## config.mk

```make
export PLATFORM = sky130hd
export DESIGN_NAME = spi_fifo_master
export DESIGN_NICKNAME = d
export VERILOG_FILES = /design/src/rtl/spim_pkg.sv /design/src/rtl/spim_fifo.sv /design/src/rtl/spim_engine.sv /design/src/rtl/spi_fifo_master.sv
export SDC_FILE = /design/constraint.sdc
export NUM_CORES = 1
export LEC_CHECK = 0
export BUFFER_PORTS_ARGS = -buffer_cell sky130_fd_sc_hd__buf_2
export CORE_ASPECT_RATIO = 0.8
export CORE_MARGIN = 4
export CORE_UTILIZATION = 55
export CTS_CLUSTER_SIZE = 16
export DETAILED_ROUTE_END_ITERATION = 10
export GPL_TIMING_DRIVEN = 0
export PLACE_DENSITY = 0.74
export SLEW_MARGIN = 20
export SYNTH_ARGS = -nofsm -noshare
export SYNTH_HDL_FRONTEND = slang
export SYNTH_SLANG_ARGS = --single-unit
```

## constraint.sdc

```tcl
create_clock -name clk -period 5.25 [get_ports clk]
set_input_delay 0.2625 -clock clk [delete_from_list [all_inputs] [get_ports clk]]
set_output_delay 0.2625 -clock clk [all_outputs]
set_load 0.01 [all_outputs]
```

## src/rtl/spim_pkg.sv

```systemverilog
package spim_pkg;
    localparam int DW = 16;
    localparam int CW = DW - 1;

    localparam logic [3:0] A_CTRL   = 4'd0;
    localparam logic [3:0] A_EN     = 4'd1;
    localparam logic [3:0] A_SEL    = 4'd2;
    localparam logic [3:0] A_BAUD   = 4'd3;
    localparam logic [3:0] A_THR    = 4'd4;
    localparam logic [3:0] A_MASK   = 4'd5;
    localparam logic [3:0] A_TXLVL  = 4'd6;
    localparam logic [3:0] A_RXLVL  = 4'd7;
    localparam logic [3:0] A_STATUS = 4'd8;
    localparam logic [3:0] A_ISTAT  = 4'd9;
    localparam logic [3:0] A_DATA   = 4'd10;

    localparam int C_CPHA = 6;
    localparam int C_CPOL = 7;

    typedef enum logic [2:0] {
        S_IDLE, S_LEAD, S_SHIFT, S_TRAIL, S_GAP
    } eng_st_e;
endpackage

```

## src/rtl/spim_fifo.sv

```systemverilog
module spim_fifo #(
    parameter int W     = 16,
    parameter int DEPTH = 8
) (
    input  logic                       clk,
    input  logic                       rst_n,
    input  logic                       flush,
    input  logic                       push,
    input  logic [W-1:0]               wdata,
    input  logic                       pop,
    output logic [W-1:0]               rdata,
    output logic [$clog2(DEPTH+1)-1:0] level,
    output logic                       full,
    output logic                       empty
);
    localparam int LW = $clog2(DEPTH + 1);
    localparam int PW = (DEPTH > 1) ? $clog2(DEPTH) : 1;
    localparam logic [PW-1:0] LASTP = PW'(DEPTH - 1);

    typedef struct packed {
        logic [PW-1:0] wp;
        logic [PW-1:0] rp;
        logic [LW-1:0] cnt;
    } ptr_t;

    ptr_t q, d;
    logic [W-1:0] mem [DEPTH];
    logic do_push, do_pop;

    assign full    = (q.cnt == LW'(DEPTH));
    assign empty   = (q.cnt == '0);
    assign level   = q.cnt;
    assign rdata   = mem[q.rp];
    assign do_push = push && !full && !flush;
    assign do_pop  = pop && !empty && !flush;

    always_comb begin
        d = q;
        if (flush) begin
            d = '0;
        end else begin
            if (do_push) d.wp = (q.wp == LASTP) ? '0 : q.wp + 1'b1;
            if (do_pop)  d.rp = (q.rp == LASTP) ? '0 : q.rp + 1'b1;
            if (do_push && !do_pop) d.cnt = q.cnt + 1'b1;
            if (do_pop && !do_push) d.cnt = q.cnt - 1'b1;
        end
    end

    always_ff @(posedge clk or negedge rst_n) begin
        if (!rst_n) q <= '0;
        else        q <= d;
    end

    always_ff @(posedge clk) begin
        if (do_push) mem[q.wp] <= wdata;
    end

    // a push into a full FIFO leaves the level unchanged
    a_r10_full_push_dropped: assert property (@(posedge clk) disable iff (!rst_n)
        (push && full && !pop && !flush) |=> (level == $past(level)));

    a_r10_level_bound: assert property (@(posedge clk) disable iff (!rst_n)
        level <= LW'(DEPTH));
endmodule

```

## src/rtl/spim_engine.sv

```systemverilog
module spim_engine import spim_pkg::*; (
    input  logic          clk,
    input  logic          rst_n,
    input  logic          en,
    input  logic [CW-1:0] half,
    input  logic [3:0]    nlast,
    input  logic          cpol,
    input  logic          cpha,
    input  logic          tx_valid,
    input  logic [DW-1:0] tx_data,
    output logic          tx_pop,
    output logic          rx_push,
    output logic [DW-1:0] rx_data,
    input  logic          miso,
    output logic          sclk,
    output logic          mosi,
    output logic          ss_active
);
    typedef struct packed {
        eng_st_e       st;
        logic [CW-1:0] cnt;
        logic [4:0]    edg;
        logic          sclk;
        logic          ss;
        logic [DW-1:0] tsh;
        logic [DW-1:0] rsh;
    } eng_t;

    eng_t q, d;
    logic tick, lead, samp;
    logic [DW-1:0] load_w;

    assign tick      = (q.cnt == half - 1'b1);
    assign lead      = !q.edg[0];
    assign samp      = lead ^ cpha;
    assign load_w    = tx_data << (4'd15 - nlast);
    assign rx_data   = q.rsh & (16'hFFFF >> (4'd15 - nlast));
    assign sclk      = q.sclk;
    assign mosi      = q.tsh[DW-1];
    assign ss_active = q.ss;

    always_comb begin
        d       = q;
        tx_pop  = 1'b0;
        rx_push = 1'b0;
        if (!en) begin
            d.st   = S_IDLE;
            d.cnt  = '0;
            d.edg  = '0;
            d.sclk = cpol;
            d.ss   = 1'b0;
        end else begin
            unique case (q.st)
                S_IDLE: begin
                    d.sclk = cpol;
                    if (tx_valid && half != '0) begin
                        tx_pop = 1'b1;
                        d.tsh  = load_w;
                        d.ss   = 1'b1;
                        d.st   = S_LEAD;
                        d.cnt  = '0;
                    end
                end
                S_LEAD: begin
                    d.cnt = q.cnt + 1'b1;
                    if (tick) begin
                        d.st  = S_SHIFT;
                        d.cnt = '0;
                        d.edg = '0;
                    end
                end
                S_SHIFT: begin
                    d.cnt = q.cnt + 1'b1;
                    if (tick) begin
                        d.cnt  = '0;
                        d.sclk = !q.sclk;
                        d.edg  = q.edg + 1'b1;
                        if (samp)                d.rsh = {q.rsh[DW-2:0], miso};
                        else if (q.edg != '0)    d.tsh = q.tsh << 1;
                        if (q.edg == {nlast, 1'b1}) d.st = S_TRAIL;
                    end
                end
                S_TRAIL: begin
                    d.cnt = q.cnt + 1'b1;
                    if (tick) begin
                        rx_push = 1'b1;
                        d.cnt   = '0;
                        if (cpha && tx_valid) begin
                            tx_pop = 1'b1;
                            d.tsh  = load_w;
                            d.edg  = '0;
                            d.st   = S_SHIFT;
                        end else begin
                            d.ss = 1'b0;
                            d.st = S_GAP;
                        end
                    end
                end
                default: begin
                    d.cnt = q.cnt + 1'b1;
                    if (tick) begin
                        d.cnt = '0;
                        d.st  = S_IDLE;
                    end
                end
            endcase
        end
    end

    always_ff @(posedge clk or negedge rst_n) begin
        if (!rst_n) q <= '{st: S_IDLE, default: '0};
        else        q <= d;
    end

    // with select released, SCLK rests at the polarity level
    a_r3_sclk_idle: assert property (@(posedge clk) disable iff (!rst_n)
        (en && $past(en) && !q.ss) |-> (q.sclk == cpol));

    // a stopped divider never starts a frame
    a_r4_stopped_no_start: assert property (@(posedge clk) disable iff (!rst_n)
        (q.st == S_IDLE && half == '0) |=> !q.ss);

    // a received word is only produced at the end of a selected frame
    a_r2_push_in_frame: assert property (@(posedge clk) disable iff (!rst_n)
        rx_push |-> (q.ss && q.st == S_TRAIL));

    // select is never released while edges are still being produced
    a_r6_select_held_in_shift: assert property (@(posedge clk) disable iff (!rst_n)
        (q.st == S_SHIFT) |-> q.ss);
endmodule

```

## src/rtl/spi_fifo_master.sv

```systemverilog
module spi_fifo_master import spim_pkg::*; #(
    parameter int NSEL     = 4,
    parameter int TX_DEPTH = 8,
    parameter int RX_DEPTH = 8
) (
    input  logic            clk,
    input  logic            rst_n,
    input  logic            reg_wr,
    input  logic            reg_rd,
    input  logic [3:0]      reg_addr,
    input  logic [DW-1:0]   reg_wdata,
    output logic [DW-1:0]   reg_rdata,
    output logic            irq,
    output logic            sclk,
    output logic            mosi,
    input  logic            miso,
    output logic [NSEL-1:0] ss_n
);
    localparam int TLW = $clog2(TX_DEPTH + 1);
    localparam int RLW = $clog2(RX_DEPTH + 1);

    typedef struct packed {
        logic [9:0]      ctrl;
        logic            en;
        logic [NSEL-1:0] sel;
        logic [DW-1:0]   baud;
        logic [TLW-1:0]  thr;
        logic [1:0]      imask;
        logic            ovf;
    } regs_t;

    regs_t q, d;
    logic tx_push, tx_pop, tx_full, tx_empty;
    logic rx_push, rx_pop, rx_full, rx_empty;
    logic [DW-1:0] tx_head, rx_head, rx_word;
    logic [TLW-1:0] tx_lvl;
    logic [RLW-1:0] rx_lvl;
    logic [3:0] nlast;
    logic ss_on, busy;
    logic [5:0] status;
    logic [1:0] istat;

    assign nlast  = (q.ctrl[3:0] < 4'd3) ? 4'd3 : q.ctrl[3:0];
    assign busy   = ss_on || !tx_empty;
    assign status = {q.ovf, rx_full, !rx_empty, tx_empty, !tx_full, busy};
    assign istat  = {rx_full & q.imask[1], (tx_lvl <= q.thr) & q.imask[0]};
    assign irq    = |istat;
    assign ss_n   = ss_on ? ~q.sel : '1;

    always_comb begin
        d       = q;
        tx_push = 1'b0;
        rx_pop  = reg_rd && (reg_addr == A_DATA);
        if (reg_wr) begin
            unique case (reg_addr)
                A_CTRL: if (!q.en) d.ctrl = reg_wdata[9:0];
                A_EN:   d.en = reg_wdata[0];
                A_SEL:  if ($onehot0(reg_wdata[NSEL-1:0])) d.sel = reg_wdata[NSEL-1:0];
                A_BAUD: if (!q.en) d.baud = reg_wdata;
                A_THR:  d.thr = reg_wdata[TLW-1:0];
                A_MASK: d.imask = {reg_wdata[4], reg_wdata[0]};
                A_DATA: tx_push = q.en;
                default: ;
            endcase
        end
        if (rx_push && rx_full) d.ovf = 1'b1;
        if (!q.en)              d.ovf = 1'b0;
    end

    always_ff @(posedge clk or negedge rst_n) begin
        if (!rst_n) q <= '{ctrl: 10'h007, default: '0};
        else        q <= d;
    end

    always_comb begin
        unique case (reg_addr)
            A_CTRL:   reg_rdata = DW'(q.ctrl);
            A_EN:     reg_rdata = DW'(q.en);
            A_SEL:    reg_rdata = DW'(q.sel);
            A_BAUD:   reg_rdata = q.baud;
            A_THR:    reg_rdata = DW'(q.thr);
            A_MASK:   reg_rdata = DW'({q.imask[1], 3'b000, q.imask[0]});
            A_TXLVL:  reg_rdata = DW'(tx_lvl);
            A_RXLVL:  reg_rdata = DW'(rx_lvl);
            A_STATUS: reg_rdata = DW'(status);
            A_ISTAT:  reg_rdata = DW'({istat[1], 3'b000, istat[0]});
            A_DATA:   reg_rdata = rx_empty ? '0 : rx_head;
            default:  reg_rdata = '0;
        endcase
    end

    spim_fifo #(.W(DW), .DEPTH(TX_DEPTH)) u_txq (
        .clk(clk), .rst_n(rst_n), .flush(!q.en), .push(tx_push), .wdata(reg_wdata),
        .pop(tx_pop), .rdata(tx_head), .level(tx_lvl), .full(tx_full), .empty(tx_empty));

    spim_fifo #(.W(DW), .DEPTH(RX_DEPTH)) u_rxq (
        .clk(clk), .rst_n(rst_n), .flush(!q.en), .push(rx_push), .wdata(rx_word),
        .pop(rx_pop), .rdata(rx_head), .level(rx_lvl), .full(rx_full), .empty(rx_empty));

    spim_engine u_eng (
        .clk(clk), .rst_n(rst_n), .en(q.en), .half(q.baud[DW-1:1]), .nlast(nlast),
        .cpol(q.ctrl[C_CPOL]), .cpha(q.ctrl[C_CPHA]), .tx_valid(!tx_empty),
        .tx_data(tx_head), .tx_pop(tx_pop), .rx_push(rx_push), .rx_data(rx_word),
        .miso(miso), .sclk(sclk), .mosi(mosi), .ss_active(ss_on));

    // at most one select line is driven low
    a_r5_sel_onehot: assert property (@(posedge clk) disable iff (!rst_n)
        $onehot0(~ss_n));

    // control and divider are frozen while enabled
    a_r12_ctrl_locked: assert property (@(posedge clk) disable iff (!rst_n)
        (q.en && reg_wr && (reg_addr == A_CTRL || reg_addr == A_BAUD))
        |=> ($stable(q.ctrl) && $stable(q.baud)));

    // the overflow flag persists until the master is disabled
    a_r11_ovf_sticky: assert property (@(posedge clk) disable iff (!rst_n)
        (q.ovf && q.en) |=> q.ovf);

    // an asserted select always reads as busy
    a_r14_busy_with_select: assert property (@(posedge clk) disable iff (!rst_n)
        (ss_n != '1) |-> status[0]);

    // a disabled master holds every select high one cycle later
    a_r13_disable_releases: assert property (@(posedge clk) disable iff (!rst_n)
        (!q.en && !$past(q.en)) |-> (ss_n == '1));
endmodule

```

==> impl_metrics.py, run 1 <==
metrics = {
    "routing": {
        "drc_errors": 0,
        "vias": 11700,
        "firstDrtPassIters": 6,
        "drtAntennaViolNets": 0,
        "routed_wl_um": 44500,
        "drt_iter0_drc": 1683,
        "wl_per_cell_um": 24.3,
        "viasPerCell": 6.37,
    },
    "sta": {
        "relSlewSlack_pct": 25.5,
        "fin_worst_skew_ps": 18.4,
        "tns_ps": 0,
        "final_max_slew_viol_count": 0,
        "rsz0062_at_grt": "false",
        "worst_pin_slew_ps": 1110,
        "fin_crit_sh_pct": 94.2,
        "hold_violations": 0,
        "clock.fmax_ghz": 0.202,
        "fin_crit_ps": 4940,
        "finalSetupViolCount": 0,
    },
    "finish": {
        "nets": 1431,
        "fin_util_pct": 63.4,
        "syn2layout_area_growth_pct": 14.0,
        "design_area_um2": 19900,
        "fillCellCount": 2317,
        "drive_gt1_share_pct": 22.2,
    },
    "die": {
        "die_w_um": 207,
        "die_area_um2": 34600,
        "core_area_um2": 31400,
        "die_h_um": 167,
        "io_pins": 48,
        "num_rows": 58,
        "start_util_pct": 55.6,
    },
    "worst_hold_path": {
        "hold_path.class": "input pin to flip-flop",
        "min-delay-start": "reg_wdata[11]",
        "min_to": "u_txq.mem[2][11]",
        "hold_depth": 1,
    },
    "clocking": {
        "cts.sinks": 371,
        "cts_max_level": 2,
        "cts-root-buf": "clkbuf_16",
        "cts-buffers-inserted": 37,
        "clk_path_buf_depth": 3,
        "clk_latency_ps": 540,
        "clk_pin_slew_ps": 60,
        "cts_tree": "done",
    },
    "critical_path": {
        "critPathTopFamily": "simple AND/OR/NAND/NOR gates",
        "arrival_ps": 5330,
        "startpoint_type": "flip-flop",
        "crit_buf_inv": 2,
        "reg2regPathDepth": 15,
        "critical_path.cell_chain": "inv_1 -> ha_1 -> clkbuf_1 -> or4b_1 -> a311oi_1 -> o22ai_1 -> or4b_4 -> a2111oi_4 -> ha_1 -> a21o_1 -> a21oi_1 -> or2_2 -> o22ai_1 -> nor4b_1 -> a311oi_1",
        "crit_slowest_cell": "or4b_4",
        "worst_ep_required_time_ps": 5630,
        "crit_path_max_incr_delay_ps": 720,
        "cp-end-kind": "flip-flop",
        "r2r_end": "u_txq.level[3]",
        "path_max_fanout": 10,
        "r2r_setup_slack_ps": 310,
        "path_class": "flip-flop to flip-flop",
        "r2r_start": "q[9]",
    },
    "run": {
        "drv_cap": 0,
    },
    "yosys": {
        "yosysTopAreaCell": "edfxtp_1",
        "synthTopCellsByCount": "edfxtp_1 (256), dfrtp_1 (112), nand2_1 (95), nor2_1 (73), mux4_2 (66)",
        "ys_async_sr_fraction_pct": 31.0,
        "ys_types": 80,
        "yosysTopAreaCellShare_pct": 44.1,
        "ys_ff_latch": 371,
        "ys.flop_type": "edfxtp_1",
        "mappedNetlistArea_um2": 17400,
        "syn_area_per_cell_um2": 13.9,
        "synthTopCellsByArea": "edfxtp_1 (44%), dfrtp_1 (16%), mux4_2 (8.5%)",
        "ys_seq_area_share_pct": 60.6,
        "syn-num-nets": 1307,
        "syn_inst": 1259,
        "synth-warning-count": 0,
        "yosysMostFrequentCell": "edfxtp_1",
        "synth-edff-count": 256,
    },
    "place": {
        "gp_congestion": 0.959,
        "io_buffers": 45,
        "dpl_cell_area_um2": 18600,
        "hpwl_um": 31400,
    },
    "global_routing": {
        "grt_pass1_vias": 11400,
        "overflow": 0,
        "grt_usage_pct": 25.4,
        "grt_pass1_wl_um": 68300,
        "grt_max_degree": 71,
        "antenna_found_initial": 2,
    },
    "pwr": {
        "p_leak_nw": 7.22,
        "peakVddDrop_v": 0.000184,
        "power_density_nw_per_um2": 362,
    },
    "outcome": {
        "status": "finished, final reports clean",
    },
}
-- sequential cells by signal, summed over array words and instances, names as in the netlist --
name,count
u_txq.mem,128
q,38
u_txq.level,4
u_rxq.q,6
u_eng.ss_active,1
u_txq.q,6
u_rxq.mem,128
u_eng.mosi,1
u_eng.q,54
u_eng.sclk,1
u_rxq.level,4
-- routing by layer --
metal,up-vias,track usage [%],part of all wire (%)
met1,5924,39.7,45
li1,5071,-,-
met2,597,36.4,43
met5,-,0,0.025
met4,2,6.70,2.2
met3,77,5.73,10
-- worst max-delay path by stage --
stage          startpoint               end  cells after the start
2_1_floorplan        q[8]   u_rxq.mem[4][0]                     13
6_report             q[9]    u_txq.level[3]                     15
4_1_cts              q[8]  u_rxq.mem[1][15]                     15
3_3_place_gp         q[9]   u_rxq.mem[5][9]                     12
5_1_grt              q[9]    u_txq.level[3]                     16
3_5_place_dp         q[9]    u_txq.level[3]                     16
-- cell usage in the layout, fill, tap and decap left out, drive strengths merged, types with 14 or more instances in the layout --
cell and instances:
nor3b 16, nor2 73, inv 27, mux2 52, buf 102, xor2 14, ha 20, edfxtp 256
clkbuf 113, nand3 20, mux4 66, o21ai 53, a21oi 45, nand2 96, nor3 32, dfrtp 112
xnor2 14, a211oi 14, a22oi 14, mux2i 50, and3 15, nand2b 14
-- cell families after synthesis --
family | synth area share, %
AO/OA/AOI/OAI | 8.16
XOR/XNOR | 1.41
adder cells (fa/ha/maj) | 1.78
buffers and inverters | 2.50
flip-flops | 60.6
multiplexers | 15.0
AND/OR/NAND/NOR | 10.6
-- power breakdown --
part / switching [mW] / internal (mW)
sequential: 0.129 / 3.27
clock: 1.10 / 1.50
combinational: 0.773 / 0.428
total: 2.00 / 5.19
-- stage by stage --
stage	hold WS, ps	power [mW]	setup slack (ps)	cells
floorplan	-33.1	4.22	50.8	1259
global placement	480	4.56	-2180	1724
detailed placement	319	4.60	-158	1760
CTS	23.6	7.18	29.7	1829
global route	28.4	7.47	1.94	1832
finish	37.6	7.20	305	1833
-- repair_timing --
| action | 4_1_cts | 5_1_grt |
|---|---|---|
| pin swaps | 0 | 1 |
| endpoints found under the setup margin | 5 | 83 |
| setup buffers | 0 | 2 |
| hold endpoints to repair | 70 | 0 |
| hold buffers | 2 | 0 |
| gates resized for setup | 3 | 5 |
-- cell type report --
type                       count  area, um2  area share (%)
antenna                        2       5.00          0.0252
buffer                        82        340            1.71
clock buffer                  50       1010            5.06
clock inverter                17        173           0.868
inverter                      26       97.6           0.491
multi-input combinational    780       6590            33.1
sequential                   371      10600            53.1
tap                          420        526            2.64
timing repair buffer          85        578            2.91
Power figures use the tool's default switching activity.
==> run 2, diff against run 1 <==
- PLACE_DENSITY: 0.74 -> 0.72
- clock period: 5.25 -> 5.2 ns (I/O delays scaled with it)
==> impl_metrics.py, run 2 (synthesized netlist as in run 1, its figures left out) <==
metrics = {
    "finish": {
        "drive_gt1_share_pct": 22.6,
        "fin_util_pct": 63.6,
        "nets": 1431,
        "fillCellCount": 2321,
        "reg_top3": "u_rxq.mem (128), u_txq.mem (128), u_eng.q (54)",
        "multi_input_area_um2": 6580,
        "syn2layout_area_growth_pct": 14.4,
        "register_area_um2": 10600,
        "layout_common_cells": "edfxtp_1 (256), dfrtp_1 (112), nand2_1 (95), nor2_1 (71), clkbuf_1 (68)",
        "instances_no_fill": 1835,
        "final_common_cell": "edfxtp_1",
    },
    "clocking": {
        "clk_latency_ps": 540,
        "cts_tree": "done",
        "cts-root-buf": "clkbuf_16",
        "clk_pin_slew_ps": 60,
        "cts.sinks": 371,
        "clk_path_buf_depth": 3,
        "cts-buffers-inserted": 38,
        "cts_max_level": 2,
    },
    "critical_path": {
        "cp-end-kind": "flip-flop",
        "critical_path.cell_chain": "inv_1 -> ha_1 -> clkbuf_1 -> nor3b_2 -> and4b_1 -> mux2i_2 -> o21ai_0 -> or4b_4 -> a2111oi_4 -> ha_1 -> a21o_1 -> a21oi_1 -> or2_2 -> nand3b_1 -> nor4b_1 -> a311oi_1",
        "r2r_start": "q[9]",
        "crit_slowest_cell": "or4b_4",
        "cpMostUsedCell": "ha_1",
        "reg2regPathDepth": 16,
        "worst_ep_required_time_ps": 5590,
        "startpoint_type": "flip-flop",
        "path_max_fanout": 10,
        "path_class": "flip-flop to flip-flop",
        "r2r_setup_slack_ps": 280,
        "crit_path_max_incr_delay_ps": 580,
        "arrival_ps": 5310,
        "r2r_end": "u_txq.level[3]",
    },
    "place": {
        "io_buffers": 45,
        "hpwl_um": 31700,
        "post-place-cells": 1760,
        "dp_worst_setup_slack_ps": -247,
        "gp_congestion": 0.964,
    },
    "global_routing": {
        "grt_pass1_wl_um": 67400,
        "grt_pass1_vias": 11100,
        "grt_max_degree": 77,
        "antenna_found_initial": 1,
        "grt_usage_pct": 25.1,
        "overflow": 0,
    },
    "routing": {
        "vias": 11500,
        "drtAntennaViolNets": 0,
        "drc_errors": 0,
        "firstDrtPassIters": 5,
        "wl_per_cell_um": 23.9,
        "drt_iter0_drc": 1320,
        "routed_wl_um": 43900,
        "viasPerCell": 6.24,
    },
    "sta": {
        "final_max_slew_viol_count": 0,
        "worst_pin_slew_ps": 1040,
        "finalSetupViolCount": 0,
        "hold_violations": 0,
        "whs_ps": 13.3,
        "fin_crit_ps": 4920,
        "fin_worst_skew_ps": 16.7,
        "setup_ws_ps": 276,
        "fin_crit_sh_pct": 94.7,
        "rsz0062_at_grt": "false",
        "clock.fmax_ghz": 0.203,
        "relSlewSlack_pct": 29.8,
    },
    "die": {
        "die_w_um": 207,
        "start_util_pct": 55.6,
        "die_h_um": 167,
        "num_rows": 58,
        "io_pins": 48,
        "core_area_um2": 31400,
        "die_area_um2": 34600,
    },
    "worst_hold_path": {
        "min_to": "u_txq.mem[6][11]",
        "hold_path.class": "input pin to flip-flop",
        "hold_depth": 1,
        "min-delay-start": "reg_wdata[11]",
    },
    "pwr": {
        "peakVddDrop_v": 0.000187,
        "finalPower_mw": 7.43,
        "power_density_nw_per_um2": 373,
        "p_leak_nw": 7.26,
    },
    "run": {
        "drv_cap": 0,
    },
    "outcome": {
        "status": "finished, final reports clean",
    },
}
[run 2: cell count changes in the layout (fill, tap and decap cells not counted), moves of 2 or more]
cell,change
buf_2,+2
buf_6,-3
clkbuf_1,-4
clkbuf_8,+2
clkinvlp_4,+2
inv_6,+2
[run 2: what timing repair did]
action	in CTS	in global routing
setup endpoints to repair	13	45
gates resized for setup	3	4
hold buffers	2	0
endpoints found under the hold margin	40	0
gates cloned	0	0
setup buffers	0	1
pin swaps	1	1
[run 2: stage by stage]
| stage | setup TNS [ps] | area, um2 |
|---|---|---|
| 2_1_floorplan | 0 | 17400 |
| 3_3_place_gp | -204050 | 18200 |
| 3_5_place_dp | -901 | 18600 |
| 4_1_cts | 0 | 19900 |
| 5_1_grt | 0 | 19900 |
| 6_report | 0 | 19900 |
[run 2: worst max path at each step]
stage,startpoint,to,slack [ps],depth (start not counted)
finish,q[9],u_txq.level[3],280,16
global route,q[9],u_txq.level[3],30,16
CTS,q[8],u_rxq.mem[0][9],80,16
detailed placement,q[8],u_txq.level[3],-250,17
global placement,q[9],u_rxq.mem[5][9],-2470,12
floorplan,q[8],u_rxq.mem[4][0],0.8,13
[run 2: area by class of cell]
type,count,area share (%)
flip-flops and latches,371,53.0
multi-input cells,780,33.0
clock buffers,49,5.23
repair buffers,84,2.74
well taps,420,2.63
plain buffers,82,1.71
clock inverters,21,1.18
inverters,26,0.489
diodes,2,0.0251
[run 2: power by group]
| group | internal, mW | switching, mW |
|---|---|---|
| clock network | 1.63 | 1.15 |
| logic | 0.432 | 0.791 |
| registers | 3.30 | 0.130 |
[run 2: layer usage]
layer  vias up  track usage (%)  wire length, um
met5         -                0                0
met4         0             5.80              863
met3        68             6.20             4310
met2       536             36.0            19000
met1      5781             39.4            19700
li1       5071                -                -
[run 2: critical path, delay by kind of cell, from the launching register on]
family / cells / cell delay [ps]
muxes: 1 / 400
AOI/OAI and AO/OA: 5 / 1140
adders and majority gates: 2 / 480
DFF: 1 / 520
and+or+nand+nor: 6 / 1750
buffers and inverters: 2 / 460
